===== src/rtl/bcd_arith_pkg.sv =====
// Shared definitions for the packed BCD arithmetic unit.
// Assumes: op bit0 selects subtraction, op bit1 selects the memory operand.
package bcd_arith_pkg;

    typedef enum logic [1:0] {
        OP_ADD_ACC = 2'b00,
        OP_SUB_ACC = 2'b01,
        OP_ADD_MEM = 2'b10,
        OP_SUB_MEM = 2'b11
    } bcd_op_e;

    localparam int DIGIT_W = 4;

endpackage


===== src/rtl/bcd_digit_cell.sv =====
// One decimal digit stage: adds or subtracts two BCD digits with carry/borrow.
// Assumes: inputs are valid BCD digits (0..9); otherwise the result is undefined.
module bcd_digit_cell
    import bcd_arith_pkg::*;
(
    input  logic [DIGIT_W-1:0] a,
    input  logic [DIGIT_W-1:0] b,
    input  logic               sub,
    input  logic               cin,
    output logic [DIGIT_W-1:0] y,
    output logic               cout
);
    logic [DIGIT_W:0] raw;

    // Binary sum or difference followed by decimal correction.
    always_comb begin
        if (sub) begin
            raw = {1'b0, a} - {1'b0, b} - {{DIGIT_W{1'b0}}, cin};
            cout = raw[DIGIT_W];
            y = raw[DIGIT_W] ? DIGIT_W'(raw + 5'd10) : raw[DIGIT_W-1:0];
        end else begin
            raw = {1'b0, a} + {1'b0, b} + {{DIGIT_W{1'b0}}, cin};
            cout = (raw > 5'd9);
            y = (raw > 5'd9) ? DIGIT_W'(raw + 5'd6) : raw[DIGIT_W-1:0];
        end
    end
endmodule


===== src/rtl/bcd_byte_alu.sv =====
// Chains DIGITS digit cells into one packed BCD byte operation.
// Assumes: digit 0 sits in the low nibble; the carry enters at digit 0.
module bcd_byte_alu
    import bcd_arith_pkg::*;
#(
    parameter int DIGITS = 2,
    localparam int BW = DIGITS * DIGIT_W
) (
    input  logic [BW-1:0] a,
    input  logic [BW-1:0] b,
    input  logic          sub,
    input  logic          cin,
    output logic [BW-1:0] y,
    output logic          cout
);
    logic [DIGITS:0] chain;

    assign chain[0] = cin;
    assign cout     = chain[DIGITS];

    for (genvar d = 0; d < DIGITS; d++) begin : g_digit
        bcd_digit_cell u_cell (
            .a    (a[d*DIGIT_W +: DIGIT_W]),
            .b    (b[d*DIGIT_W +: DIGIT_W]),
            .sub  (sub),
            .cin  (chain[d]),
            .y    (y[d*DIGIT_W +: DIGIT_W]),
            .cout (chain[d+1])
        );
    end
endmodule


===== src/rtl/bcd_walk_ctrl.sv =====
// Walk sequencer: accepts a command, steps both pointers downward once per
// cycle for span+1 cycles, then pulses done.
// Assumes: start is ignored while busy; pointers wrap modulo 2**AW.
module bcd_walk_ctrl #(
    parameter int AW = 7,
    parameter int CW = 8
) (
    input  logic          clk,
    input  logic          rst_n,
    input  logic          start,
    input  logic [AW-1:0] p_ptr,
    input  logic [AW-1:0] q_ptr,
    input  logic [CW-1:0] span,
    output logic          busy,
    output logic          done,
    output logic          first,
    output logic          last,
    output logic          accept,
    output logic [AW-1:0] cur_p,
    output logic [AW-1:0] cur_q
);
    logic [CW-1:0] remain;

    assign accept = start && !busy;
    assign last   = busy && (remain == '0);

    // Load on accept, step while busy, finish after the final byte.
    always_ff @(posedge clk) begin
        if (!rst_n) begin
            busy   <= 1'b0;
            done   <= 1'b0;
            first  <= 1'b0;
            remain <= '0;
            cur_p  <= '0;
            cur_q  <= '0;
        end else begin
            done <= 1'b0;
            if (accept) begin
                busy   <= 1'b1;
                first  <= 1'b1;
                remain <= span;
                cur_p  <= p_ptr;
                cur_q  <= q_ptr;
            end else if (last) begin
                busy <= 1'b0;
                done <= 1'b1;
            end else if (busy) begin
                first  <= 1'b0;
                remain <= remain - 1'b1;
                cur_p  <= cur_p - 1'b1;
                cur_q  <= cur_q - 1'b1;
            end
        end
    end
endmodule


===== src/rtl/bcd_arith_unit.sv =====
// Multi-byte packed BCD add/subtract over a scratch RAM, one byte per cycle,
// least significant byte first, walking toward lower addresses.
// Assumes: combinational RAM reads, operands are valid BCD, and the P and Q
// regions do not overlap.
module bcd_arith_unit
    import bcd_arith_pkg::*;
#(
    parameter int AW = 7,
    parameter int CW = 8
) (
    input  logic          clk,
    input  logic          rst_n,
    input  logic          start,
    input  logic [1:0]    op,
    input  logic [7:0]    acc,
    input  logic [AW-1:0] p_ptr,
    input  logic [AW-1:0] q_ptr,
    input  logic [CW-1:0] span,
    output logic [AW-1:0] rd_addr_a,
    input  logic [7:0]    rd_data_a,
    output logic [AW-1:0] rd_addr_b,
    input  logic [7:0]    rd_data_b,
    output logic          wr_en,
    output logic [AW-1:0] wr_addr,
    output logic [7:0]    wr_data,
    output logic          busy,
    output logic          done,
    output logic          carry,
    output logic          zero
);
    bcd_op_e    op_q;
    logic [7:0] acc_q;
    logic       chain_q;
    logic       zero_run;
    logic       first, last, accept;
    logic [7:0] operand_b;
    logic [7:0] result;
    logic       step_cout;
    logic       is_sub, use_mem;

    bcd_walk_ctrl #(.AW(AW), .CW(CW)) u_ctrl (
        .clk    (clk),
        .rst_n  (rst_n),
        .start  (start),
        .p_ptr  (p_ptr),
        .q_ptr  (q_ptr),
        .span   (span),
        .busy   (busy),
        .done   (done),
        .first  (first),
        .last   (last),
        .accept (accept),
        .cur_p  (rd_addr_a),
        .cur_q  (rd_addr_b)
    );

    assign is_sub  = (op_q == OP_SUB_ACC) || (op_q == OP_SUB_MEM);
    assign use_mem = (op_q == OP_ADD_MEM) || (op_q == OP_SUB_MEM);

    // Second operand: memory byte, or accumulator on the first byte only.
    always_comb begin
        if (use_mem)    operand_b = rd_data_b;
        else if (first) operand_b = acc_q;
        else            operand_b = 8'h00;
    end

    bcd_byte_alu #(.DIGITS(2)) u_alu (
        .a    (rd_data_a),
        .b    (operand_b),
        .sub  (is_sub),
        .cin  (first ? 1'b0 : chain_q),
        .y    (result),
        .cout (step_cout)
    );

    assign wr_en   = busy;
    assign wr_addr = rd_addr_a;
    assign wr_data = result;

    // Capture the command, carry the chain, and publish flags at the end.
    always_ff @(posedge clk) begin
        if (!rst_n) begin
            op_q     <= OP_ADD_ACC;
            acc_q    <= '0;
            chain_q  <= 1'b0;
            zero_run <= 1'b1;
            carry    <= 1'b0;
            zero     <= 1'b0;
        end else if (accept) begin
            op_q     <= bcd_op_e'(op);
            acc_q    <= acc;
            chain_q  <= 1'b0;
            zero_run <= 1'b1;
        end else if (busy) begin
            chain_q  <= step_cout;
            zero_run <= zero_run && (result == 8'h00);
            if (last) begin
                carry <= step_cout;
                zero  <= zero_run && (result == 8'h00);
            end
        end
    end
endmodule


===== config.mk =====
export PLATFORM = sky130hd
export DESIGN_NAME = bcd_arith_unit
export DESIGN_NICKNAME = d
export VERILOG_FILES = /design/src/rtl/bcd_arith_pkg.sv /design/src/rtl/bcd_digit_cell.sv /design/src/rtl/bcd_byte_alu.sv /design/src/rtl/bcd_walk_ctrl.sv /design/src/rtl/bcd_arith_unit.sv
export SDC_FILE = /design/constraint.sdc
export NUM_CORES = 1
export LEC_CHECK = 0
export BUFFER_PORTS_ARGS = -buffer_cell sky130_fd_sc_hd__buf_2
export CAP_MARGIN = 20
export CORE_MARGIN = 4
export CORE_UTILIZATION = 40
export CTS_CLUSTER_DIAMETER = 100
export DETAILED_ROUTE_END_ITERATION = 8
export HOLD_SLACK_MARGIN = 0.12
export PLACE_DENSITY = 0.7
export SYNTH_ARGS = -nofsm -noshare
export SYNTH_HDL_FRONTEND = slang
export SYNTH_SLANG_ARGS = --single-unit

===== constraint.sdc =====
create_clock -name clk -period 6.6 [get_ports clk]
set_input_delay 1.32 -clock clk [delete_from_list [all_inputs] [get_ports clk]]
set_output_delay 1.32 -clock clk [all_outputs]
set_load 0.02 [all_outputs]

==> run_results.csv, run 1 <==
group,metric,value,unit
outcome,status,"finished, violations left",
outcome,violations,"negative setup slack",
cts,cts-root-buf,"clkbuf_8",
power,p_int,0.6719,mW
synthesis,synthFlopType,"dfxtp_1",
synthesis,synth_cell_types,66,
die,start_util,41.78,%
power,switching_share,42.18,%
power,p_comb_share,58.8,%
worst_hold_path,hp-start,"acc_q[6]",
routing,num_vias,3773,
cts,cts_sinks,39,
setup_path,arrival,5330,ps
die,die_x,101.3,µm
synthesis,synthCells,461,
grt,grt_max_degree,34,
cts,postCtsHoldBufs,0,
setup_path,cp-end-kind,"primary output",
flow_run,cap_violations,0,
sta,max_slew_margin,33.04,%
sta,worstMarginPinSlew,1003,ps
setup_path,reg2reg_setup_slack,1120,ps
synthesis,async_flop_share,0,%
placed_design,gp_congestion,0.9176,
die,die_area,10270,µm²
setup_path,start_kind,"primary input",
layout,antenna_cells,0,
sta,hold_violations,0,
sta,period_needed,6653,ps
cts,clkLatencyLatePin,290,ps
layout,n_fill_cell,787,
power,peakVddDrop,0.1382,mV
setup_path,path_common_cell,"fa_2",
sta,fin_hold_ws,462.1,ps
sta,setup_slack,-52.52,ps
setup_path,cpMaxStageDelayCell,"fa_2",
sta,fin_crit_sh,100.8,%
routing,drt-pass1-iter-count,4,
routing,via_per_inst,5.615,
routing,drt_iter0_markers,217,
setup_path,required,5280,ps
layout,multiInputGateArea,2618,µm²
sta,setup_violations,1,
die,fp.dieH,101.3,µm
synthesis,yosys-top-cells-count,"nand2_1, nor2_1, a21oi_1, dfxtp_1, inv_1",
synthesis,synth_area_leader_cell,"dfxtp_1",
sta,skew,6.421,ps
die,io_pins,85,
die,std_cell_rows,33,
cts,h-tree-depth,2,
placed_design,place_ws,-373.3,ps
power,p_per_area,253.9,nW/µm²
sta,rsz0062_at_grt,"yes",
worst_hold_path,min_path_type,"reg -> reg",
power,pwr-share-seq,26.1,%
setup_path,critPathKind,"in -> out",
sta,report.final.slew_viol_count,0,
setup_path,cp_max_fo,3,
power,p_clk_share,15.0,%
synthesis,ys_ff_latch,39,
routing,drc_errors,0,
synthesis,syn_area,3485,µm²
routing,ant_nets,0,
synthesis,synth.net_count,545,
synthesis,synth_top_area_share,22.41,%
grt,gr-total-overflow,0,
power,p_sw,0.4901,mW
placed_design,dp.final_hpwl,8134,µm
setup_path,critPathMaxStageDelay,410,ps
layout,areaGrowthSynthToFinish,31.35,%
synthesis,synth.most_common_cell,"nand2_1",
cts,clock_path_buffers,2,
cts,cts_buffers,5,
synthesis,synth_edf_count,0,
routing,routed_wl,10630,µm
grt,antenna_found_initial,0,
grt,grt_use_total,20.09,%
grt,grt_pass1_vias,3672,
layout,fin_nets,650,
placed_design,port_buffers,84,
setup_path,crit_start,"rd_data_b[0]",
synthesis,avgSynthCellArea,7.559,µm²
setup_path,timing.rr.start,"op_q[1]",
setup_path,cp_cell_sequence,"buf_6 > a22oi_2 > fa_2 > fa_2 > xnor2_2 > ha_2 > nand2_2 > nand2_2 > o21ai_1 > o21a_1 > inv_2 > fa_2 > fa_2 > xor2_2 > inv_2 > ha_4 > nor3_4 > nand2_2 > a311oi_2 > o221ai_2 > o311ai_4 > buf_6",
die,core-area,8341,µm²
routing,wl_per_cell,15.82,µm
layout,seq_area,780.7,µm²
synthesis,seq_area_frac_synth,22.41,%
grt,grt_first_pass_wirelength,17050,µm
synthesis,synth_warnings,0,
synthesis,synth.area.top_cells,"dfxtp_1, ha_1, nand2_1",
cts,cts.clk_slew.worst_paths,70,ps
sta,timing.fmax,0.1503,GHz
layout,layout-drive-gt1-share,34.92,%
power,power_leakage,2.071,nW
cts,tritoncts,"built",
registers in the layout, summed over array words and instances (netlist names):
register / count
u_ctrl.cur_q: 7
chain_q: 1
u_ctrl.first: 1
zero_run: 1
u_ctrl.done: 1
acc_q: 8
u_ctrl.busy: 1
u_ctrl.cur_p: 7
zero: 1
op_q: 2
carry: 1
u_ctrl.remain: 8
metrics by stage:
step                      cells  TNS [ps]  total power [mW]  util, %  area [µm²]
after global placement      660    -510.5            0.8905    50.99        4253
after CTS                   667    -28.56             1.122    53.18        4436
after detailed placement    660    -940.5            0.9154    50.99        4253
after global routing        672    -380.7             1.242    54.88        4577
after floorplan             461         0            0.7160        -        3550
final                       672    -52.52             1.162    54.88        4577
power groups by stage:
stage / logic [mW] / registers [mW] / clock network [mW]
2_1_floorplan: 0.403 / 0.313 / 0
3_3_place_gp: 0.585 / 0.305 / 0
3_5_place_dp: 0.608 / 0.308 / 0
4_1_cts: 0.639 / 0.303 / 0.180
5_1_grt: 0.746 / 0.309 / 0.188
6_report: 0.684 / 0.304 / 0.175
layout by cell type (no fill, tap or decap), types with 7 or more instances in the layout:
cell,n
ha_1,22
inv_1,35
fa_2,8
dfxtp_1,39
buf_4,44
buf_2,80
a211oi_1,11
nor4_1,7
nand2_1,51
a21oi_1,38
o21ai_0,23
clkbuf_8,7
nand3_1,9
nor2_1,45
final cells by class:
cell class,instances,share of cell area (%)
repair buffers,130,17.44
clock buffers,8,2.187
inverters,39,3.253
well taps,105,2.870
flip-flops and latches,39,17.06
multi-input cells,351,57.19
final timing paths:
path | to | cells after the start
worst max-delay path | wr_data[6] | 22
worst min-delay path | acc_q[6] | 2
worst max register to register | zero | 22
worst min register to register | acc_q[6] | 2
repair_timing:
action                                  CTS  global route
buffers inserted                          0             5
resized for setup                        20            24
endpoints found under the setup margin    3             3
pin swaps                                13            12
cells by family (layout without fill, tap and decap cells):
group           after synthesis  in the layout  synth area share, %
flops                        39             39                22.41
simple gates                160            160                22.12
fa+ha+maj                    33             33                13.57
xor+xnor                     14             14                3.519
mux                           8              8                2.442
compound gates              136            136                27.00
buf+inv                      71            177                8.941
worst max-delay path, delay by kind of cell:
kind            cells  cell delay [ps]
buf+inv             4              390
fa+ha+maj           6             2000
compound gates      6              890
simple gates        4              390
xor+xnor            2              340
per-layer routing:
metal	GRT usage, %	wire length [µm]	vias to the layer above
met5	0	0	-
met4	8.078	269	0
met3	3.168	594	25
met2	33.95	5261	120
met1	25.50	4507	1792
li1	-	-	1836
Note: power is estimated with default switching activity, not from simulation.
==> run 2, diff against run 1 <==
--- a/config.mk
+++ b/config.mk
@@ -13,6 +13,7 @@
 export DETAILED_ROUTE_END_ITERATION = 8
 export HOLD_SLACK_MARGIN = 0.12
 export PLACE_DENSITY = 0.7
+export RECOVER_POWER = 100
 export SYNTH_ARGS = -nofsm -noshare
 export SYNTH_HDL_FRONTEND = slang
 export SYNTH_SLANG_ARGS = --single-unit
==> run 2 against run 1 <==
  * The flow finishes with violations (max-capacitance violations, max-slew violations, negative setup slack)
  * Final area decreased by 0.98%
  * Maximum frequency increased by 0.24%
  * Via count increased by 0.29%
  * Utilization decreased by 0.54 points
  * Clock power about the same
  * Combinational power decreased by 1%
  * Die area unchanged
  * Highest routed layer unchanged
==> run_results.csv, run 2 (synthesis results as in run 1) <==
group,metric,value,unit
setup_path,path_common_cell,"fa_2",
placed_design,place_ws,-373.3,ps
die,die_x,101.3,µm
sta,report.final.slew_viol_count,18,
setup_path,required,5280,ps
layout,mostFrequentLayoutCells,"buf_2, nand2_1, nor2_1",
layout,antenna_cells,0,
grt,grt_use_total,20.09,%
cts,cts-root-buf,"clkbuf_8",
grt,gr-total-overflow,0,
setup_path,arrival,5320,ps
routing,drc_errors,0,
layout,top_regs,"acc_q (8), u_ctrl.remain (8)",
die,core-area,8341,µm²
die,fp.dieH,101.3,µm
sta,rsz0062_at_grt,"yes",
power,p_per_area,255.3,nW/µm²
placed_design,gp_congestion,0.9176,
setup_path,cp_max_fo,3,
die,start_util,41.78,%
layout,areaGrowthSynthToFinish,30.05,%
routing,routed_wl,10740,µm
routing,via_per_inst,5.631,
cts,h-tree-depth,2,
outcome,violations,"max-capacitance violations, max-slew violations, negative setup slack",
die,die_area,10270,µm²
setup_path,critPathMaxStageDelay,410,ps
setup_path,critPathKind,"in -> out",
cts,clock_path_buffers,2,
sta,period_needed,6637,ps
die,std_cell_rows,33,
sta,timing.fmax,0.1507,GHz
routing,drt_iter0_markers,212,
sta,worstMarginPinSlew,1991,ps
setup_path,timing.rr.start,"op_q[1]",
die,io_pins,85,
cts,postCtsHoldBufs,0,
placed_design,dpl.cell_count,660,
routing,drt-pass1-iter-count,4,
power,power_leakage,1.960,nW
sta,skew,6.982,ps
grt,antenna_found_initial,0,
cts,cts_buffers,5,
grt,grt_first_pass_wirelength,17050,µm
setup_path,start_kind,"primary input",
placed_design,port_buffers,84,
outcome,status,"finished, violations left",
worst_hold_path,hold_end,"acc_q[6]",
sta,hold_violations,0,
sta,setup_violations,1,
routing,ant_nets,0,
setup_path,cpMaxStageDelayCell,"fa_2",
layout,final_common_cell,"buf_2",
sta,max_slew_margin,-34.14,%
flow_run,cap_violations,1,
layout,fin_nets,650,
grt,grt_pass1_vias,3672,
cts,cts_sinks,39,
setup_path,reg2reg_setup_slack,1110,ps
placed_design,dp.final_hpwl,8134,µm
setup_path,cp-end-kind,"primary output",
routing,wl_per_cell,15.99,µm
cts,tritoncts,"built",
setup_path,cp_cell_sequence,"buf_6 > a22oi_2 > fa_2 > fa_2 > xnor2_2 > ha_2 > nand2_2 > nand2_2 > o21ai_1 > o21a_1 > inv_2 > fa_2 > fa_2 > xor2_2 > inv_2 > ha_4 > nor3_4 > nand2_2 > a32oi_2 > o221ai_2 > o311ai_4 > buf_6",
setup_path,r2r-end,"zero",
worst_hold_path,hp-start,"acc_q[6]",
layout,fin_util,54.34,%
worst_hold_path,whs_path_depth,2,
routing,num_vias,3784,
cts,cts.clk_slew.worst_paths,70,ps
sta,setup_slack,-36.68,ps
cts,clkLatencyLatePin,290,ps
setup_path,worst-r2r-cell-count,22,
layout,layout.cells.non_filler,672,
sta,fin_crit_sh,100.6,%
power,peakVddDrop,0.1370,mV
worst_hold_path,min_path_type,"reg -> reg",
layout,layout-drive-gt1-share,29.45,%
grt,grt_max_degree,34,
==> run 2: critical path: cells and delay by family <==
kind,cells,cell delay [ps]
buffers and inverters,4,370
adders and majority gates,6,2070
AOI/OAI and AO/OA,6,910
and+or+nand+nor,4,300
xor gates and xnor gates,2,340
==> run 2: through the flow <==
stage / total power, mW / setup TNS [ps] / hold slack [ps] / cell area (µm²)
after detailed placement: 0.9154 / -940.5 / 452.7 / 4253
final: 1.157 / -36.68 / 461.6 / 4532
after floorplan: 0.7160 / 0 / 436.0 / 3550
after global routing: 1.235 / -380.7 / 492.4 / 4532
after CTS: 1.122 / -28.56 / 463.1 / 4436
after global placement: 0.8905 / -510.5 / 445.8 / 4253
==> run 2: worst max path at each step <==
stage,slack (ps),from,to,cells after the start
6_report,-40,rd_data_b[0],wr_data[6],22
5_1_grt,-210,rd_data_b[0],wr_data[6],22
4_1_cts,-20,rd_data_b[0],wr_data[6],22
3_5_place_dp,-370,rd_data_b[0],wr_data[6],23
3_3_place_gp,-270,rd_data_b[0],wr_data[6],23
2_1_floorplan,20,rd_data_b[0],wr_data[6],20
==> run 2: power breakdown <==
group          internal, mW  switching (mW)
Clock                0.0954          0.0812
Sequential            0.265          0.0395
Combinational         0.305           0.372
Total                 0.665           0.492
==> run 2: cell type report <==
| class | instances | area, µm² |
|---|---|---|
| clock buffers | 8 | 100.1 |
| fillers | 803 | 3809 |
| inverters | 39 | 148.9 |
| multi-input cells | 351 | 2611 |
| flip-flops and latches | 39 | 780.7 |
| well taps | 105 | 131.4 |
| repair buffers | 130 | 759.5 |
==> run 2: timing repair <==
action | CTS | global route
setup endpoints to repair | 3 | 3
buffers inserted | 0 | 5
gates resized for setup | 20 | 24
pin swaps | 13 | 12
==> run 2: metal layers <==
metal / global-route usage (%) / wire length, µm / share of wire (%) / up-vias
met4: 8.078 / 268 / 2.5 / 0
met2: 33.95 / 5312 / 49 / 120
met5: 0 / 0 / 0 / -
met1: 25.50 / 4604 / 43 / 1802
li1: - / - / - / 1834
met3: 3.168 / 556 / 5.2 / 28
==> run 3, diff against run 2 <==
--- a/config.mk
+++ b/config.mk
@@ -12,6 +12,7 @@
 export CTS_CLUSTER_DIAMETER = 100
 export DETAILED_ROUTE_END_ITERATION = 8
 export HOLD_SLACK_MARGIN = 0.12
+export MAX_ROUTING_LAYER = met4
 export PLACE_DENSITY = 0.7
 export RECOVER_POWER = 100
 export SYNTH_ARGS = -nofsm -noshare
==> run 3 against run 2 <==
  * The run still ends with max-capacitance violations, max-slew violations, negative setup slack left
  * Power about the same
  * Clock-buffer cell count unchanged
  * Global-route usage increased by 0.66 points
  * Maximum frequency about the same
  * Non-clock buffer count unchanged
  * Critical path depth unchanged
  * Final area unchanged
  * Highest routed layer unchanged
==> run_results.csv, run 3 (synthesis results as in run 1) <==
group,metric,value,unit
outcome,status,"finished, violations left",
outcome,violations,"max-capacitance violations, max-slew violations, negative setup slack",
sta,fin_tns_setup,-38.01,ps
sta,setup_slack,-38.01,ps
routing,routed_wl,10740,µm
placed_design,dpl.cell_count,660,
setup_path,start_kind,"primary input",
layout,fin_nets,650,
power,pwr-share-seq,26.3,%
power,power,1.158,mW
routing,drt_iter0_markers,227,
layout,mostFrequentLayoutCells,"buf_2, nand2_1, nor2_1",
die,io_pins,85,
placed_design,gp_congestion,0.9337,
die,std_cell_rows,33,
placed_design,port_buffers,84,
sta,rsz0062_at_grt,"yes",
layout,layout-drive-gt1-share,29.45,%
routing,ant_nets,0,
grt,gr-total-overflow,0,
flow_run,cap_violations,1,
layout,final_common_cell,"buf_2",
sta,worstMarginPinSlew,1960,ps
routing,num_vias,3777,
setup_path,critPathKind,"in -> out",
setup_path,critPathMaxStageDelay,410,ps
sta,fin_crit_sh,100.6,%
setup_path,cp_num_buf_inv,4,
cts,tritoncts,"built",
grt,grt_first_pass_wirelength,17060,µm
routing,wl_per_cell,15.98,µm
power,p_per_area,255.5,nW/µm²
die,die_x,101.3,µm
layout,design_area,4532,µm²
routing,wl_met2,5273,µm
cts,cts-root-buf,"clkbuf_8",
sta,timing.fmax,0.1506,GHz
setup_path,path_common_cell,"fa_2",
sta,skew,7.964,ps
setup_path,arrival,5320,ps
routing,drc_errors,0,
layout,top_regs,"acc_q (8), u_ctrl.remain (8)",
sta,report.final.slew_viol_count,18,
sta,period_needed,6638,ps
layout,fin_util,54.34,%
sta,fin_hold_ws,461.6,ps
routing,highest_layer,"met4",
power,peakVddDrop,0.1366,mV
cts,clkLatencyLatePin,290,ps
setup_path,critical-path-top-delay-family,"adder cells",
sta,setup_violations,1,
cts,cts_sinks,39,
power,p_int,0.6649,mW
grt,grt_max_degree,34,
cts,postCtsHoldBufs,0,
layout,antenna_cells,0,
layout,layout.cells.non_filler,672,
layout,areaGrowthSynthToFinish,30.05,%
power,power_leakage,1.960,nW
grt,antenna_found_initial,0,
cts,cts.clk_slew.worst_paths,70,ps
grt,grt_pass1_vias,3677,
die,start_util,41.78,%
routing,drt-pass1-iter-count,5,
cts,h-tree-depth,2,
setup_path,cp-end-kind,"primary output",
placed_design,place_ws,-373.3,ps
cts,clock_path_buffers,2,
sta,hold_violations,0,
sta,max_slew_margin,-32.04,%
power,p_comb_share,58.5,%
power,p_sw,0.4932,mW
die,die_area,10270,µm²
power,switching_share,42.58,%
routing,wl_met1,4693,µm
setup_path,cp_cell_sequence,"buf_6 > a22oi_2 > fa_2 > fa_2 > xnor2_2 > ha_2 > nand2_2 > nand2_2 > o21ai_1 > o21a_1 > inv_2 > fa_2 > fa_2 > xor2_2 > inv_2 > ha_4 > nor3_4 > nand2_2 > a32oi_2 > o221ai_2 > o311ai_4 > buf_6",
worst_hold_path,min_path_type,"reg -> reg",
power,p_clk_share,15.3,%
grt,grt_use_total,20.75,%
setup_path,cp_max_fo,3,
cts,cts_buffers,5,
routing,via_per_inst,5.621,
routing,met3_length,509,µm
placed_design,dp.final_hpwl,8134,µm
die,fp.dieH,101.3,µm
setup_path,cpMaxStageDelayCell,"fa_2",
placed_design,place_area,4253,µm²
die,core-area,8341,µm²
setup_path,required,5280,ps
-- run 3: cell counts in the layout (fill, tap and decap cells not counted) --
No cell type changed its count.
-- run 3: tightest hold or removal path, delay by kind of cell, from the launching register on --
family             cells  cell delay [ps]
DFF                    1              310
AOI/OAI and AO/OA      1               50
and+or+nand+nor        1               50
-- run 3: per-layer routing --
metal | vias to the layer above | GRT usage (%)
li1 | 1833 | -
met1 | 1800 | 25.92
met2 | 117 | 33.95
met3 | 27 | 2.893
met4 | 0 | 7.771
met5 | - | -
-- run 3: cell type report --
type	instances	area (µm²)
fillers	803	3809
multi-input cells	351	2611
flip-flops and latches	39	780.7
repair buffers	130	759.5
inverters	39	148.9
well taps	105	131.4
clock buffers	8	100.1
-- run 3: power by group through the flow --
stage | Sequential [mW] | Clock, mW | Combinational (mW)
2_1_floorplan | 0.313 | 0 | 0.403
3_3_place_gp | 0.305 | 0 | 0.585
3_5_place_dp | 0.308 | 0 | 0.608
4_1_cts | 0.303 | 0.180 | 0.639
5_1_grt | 0.309 | 0.189 | 0.738
6_report | 0.304 | 0.177 | 0.677
-- run 3: path summary, 6_finish.rpt --
check	slack [ps]	to	cells past startpoint	from
setup / recovery	-40	wr_data[6]	22	rd_data_b[0]
hold / removal	460	acc_q[6]	2	acc_q[6]
setup reg to reg	1110	zero	22	op_q[1]
hold reg to reg	460	acc_q[6]	2	acc_q[6]
-- run 3: repair_timing --
action | CTS | global route
cloned | 0 | 0
pin swaps | 13 | 12
endpoints found under the setup margin | 3 | 3
setup buffers | 0 | 5
gates resized for setup | 20 | 24
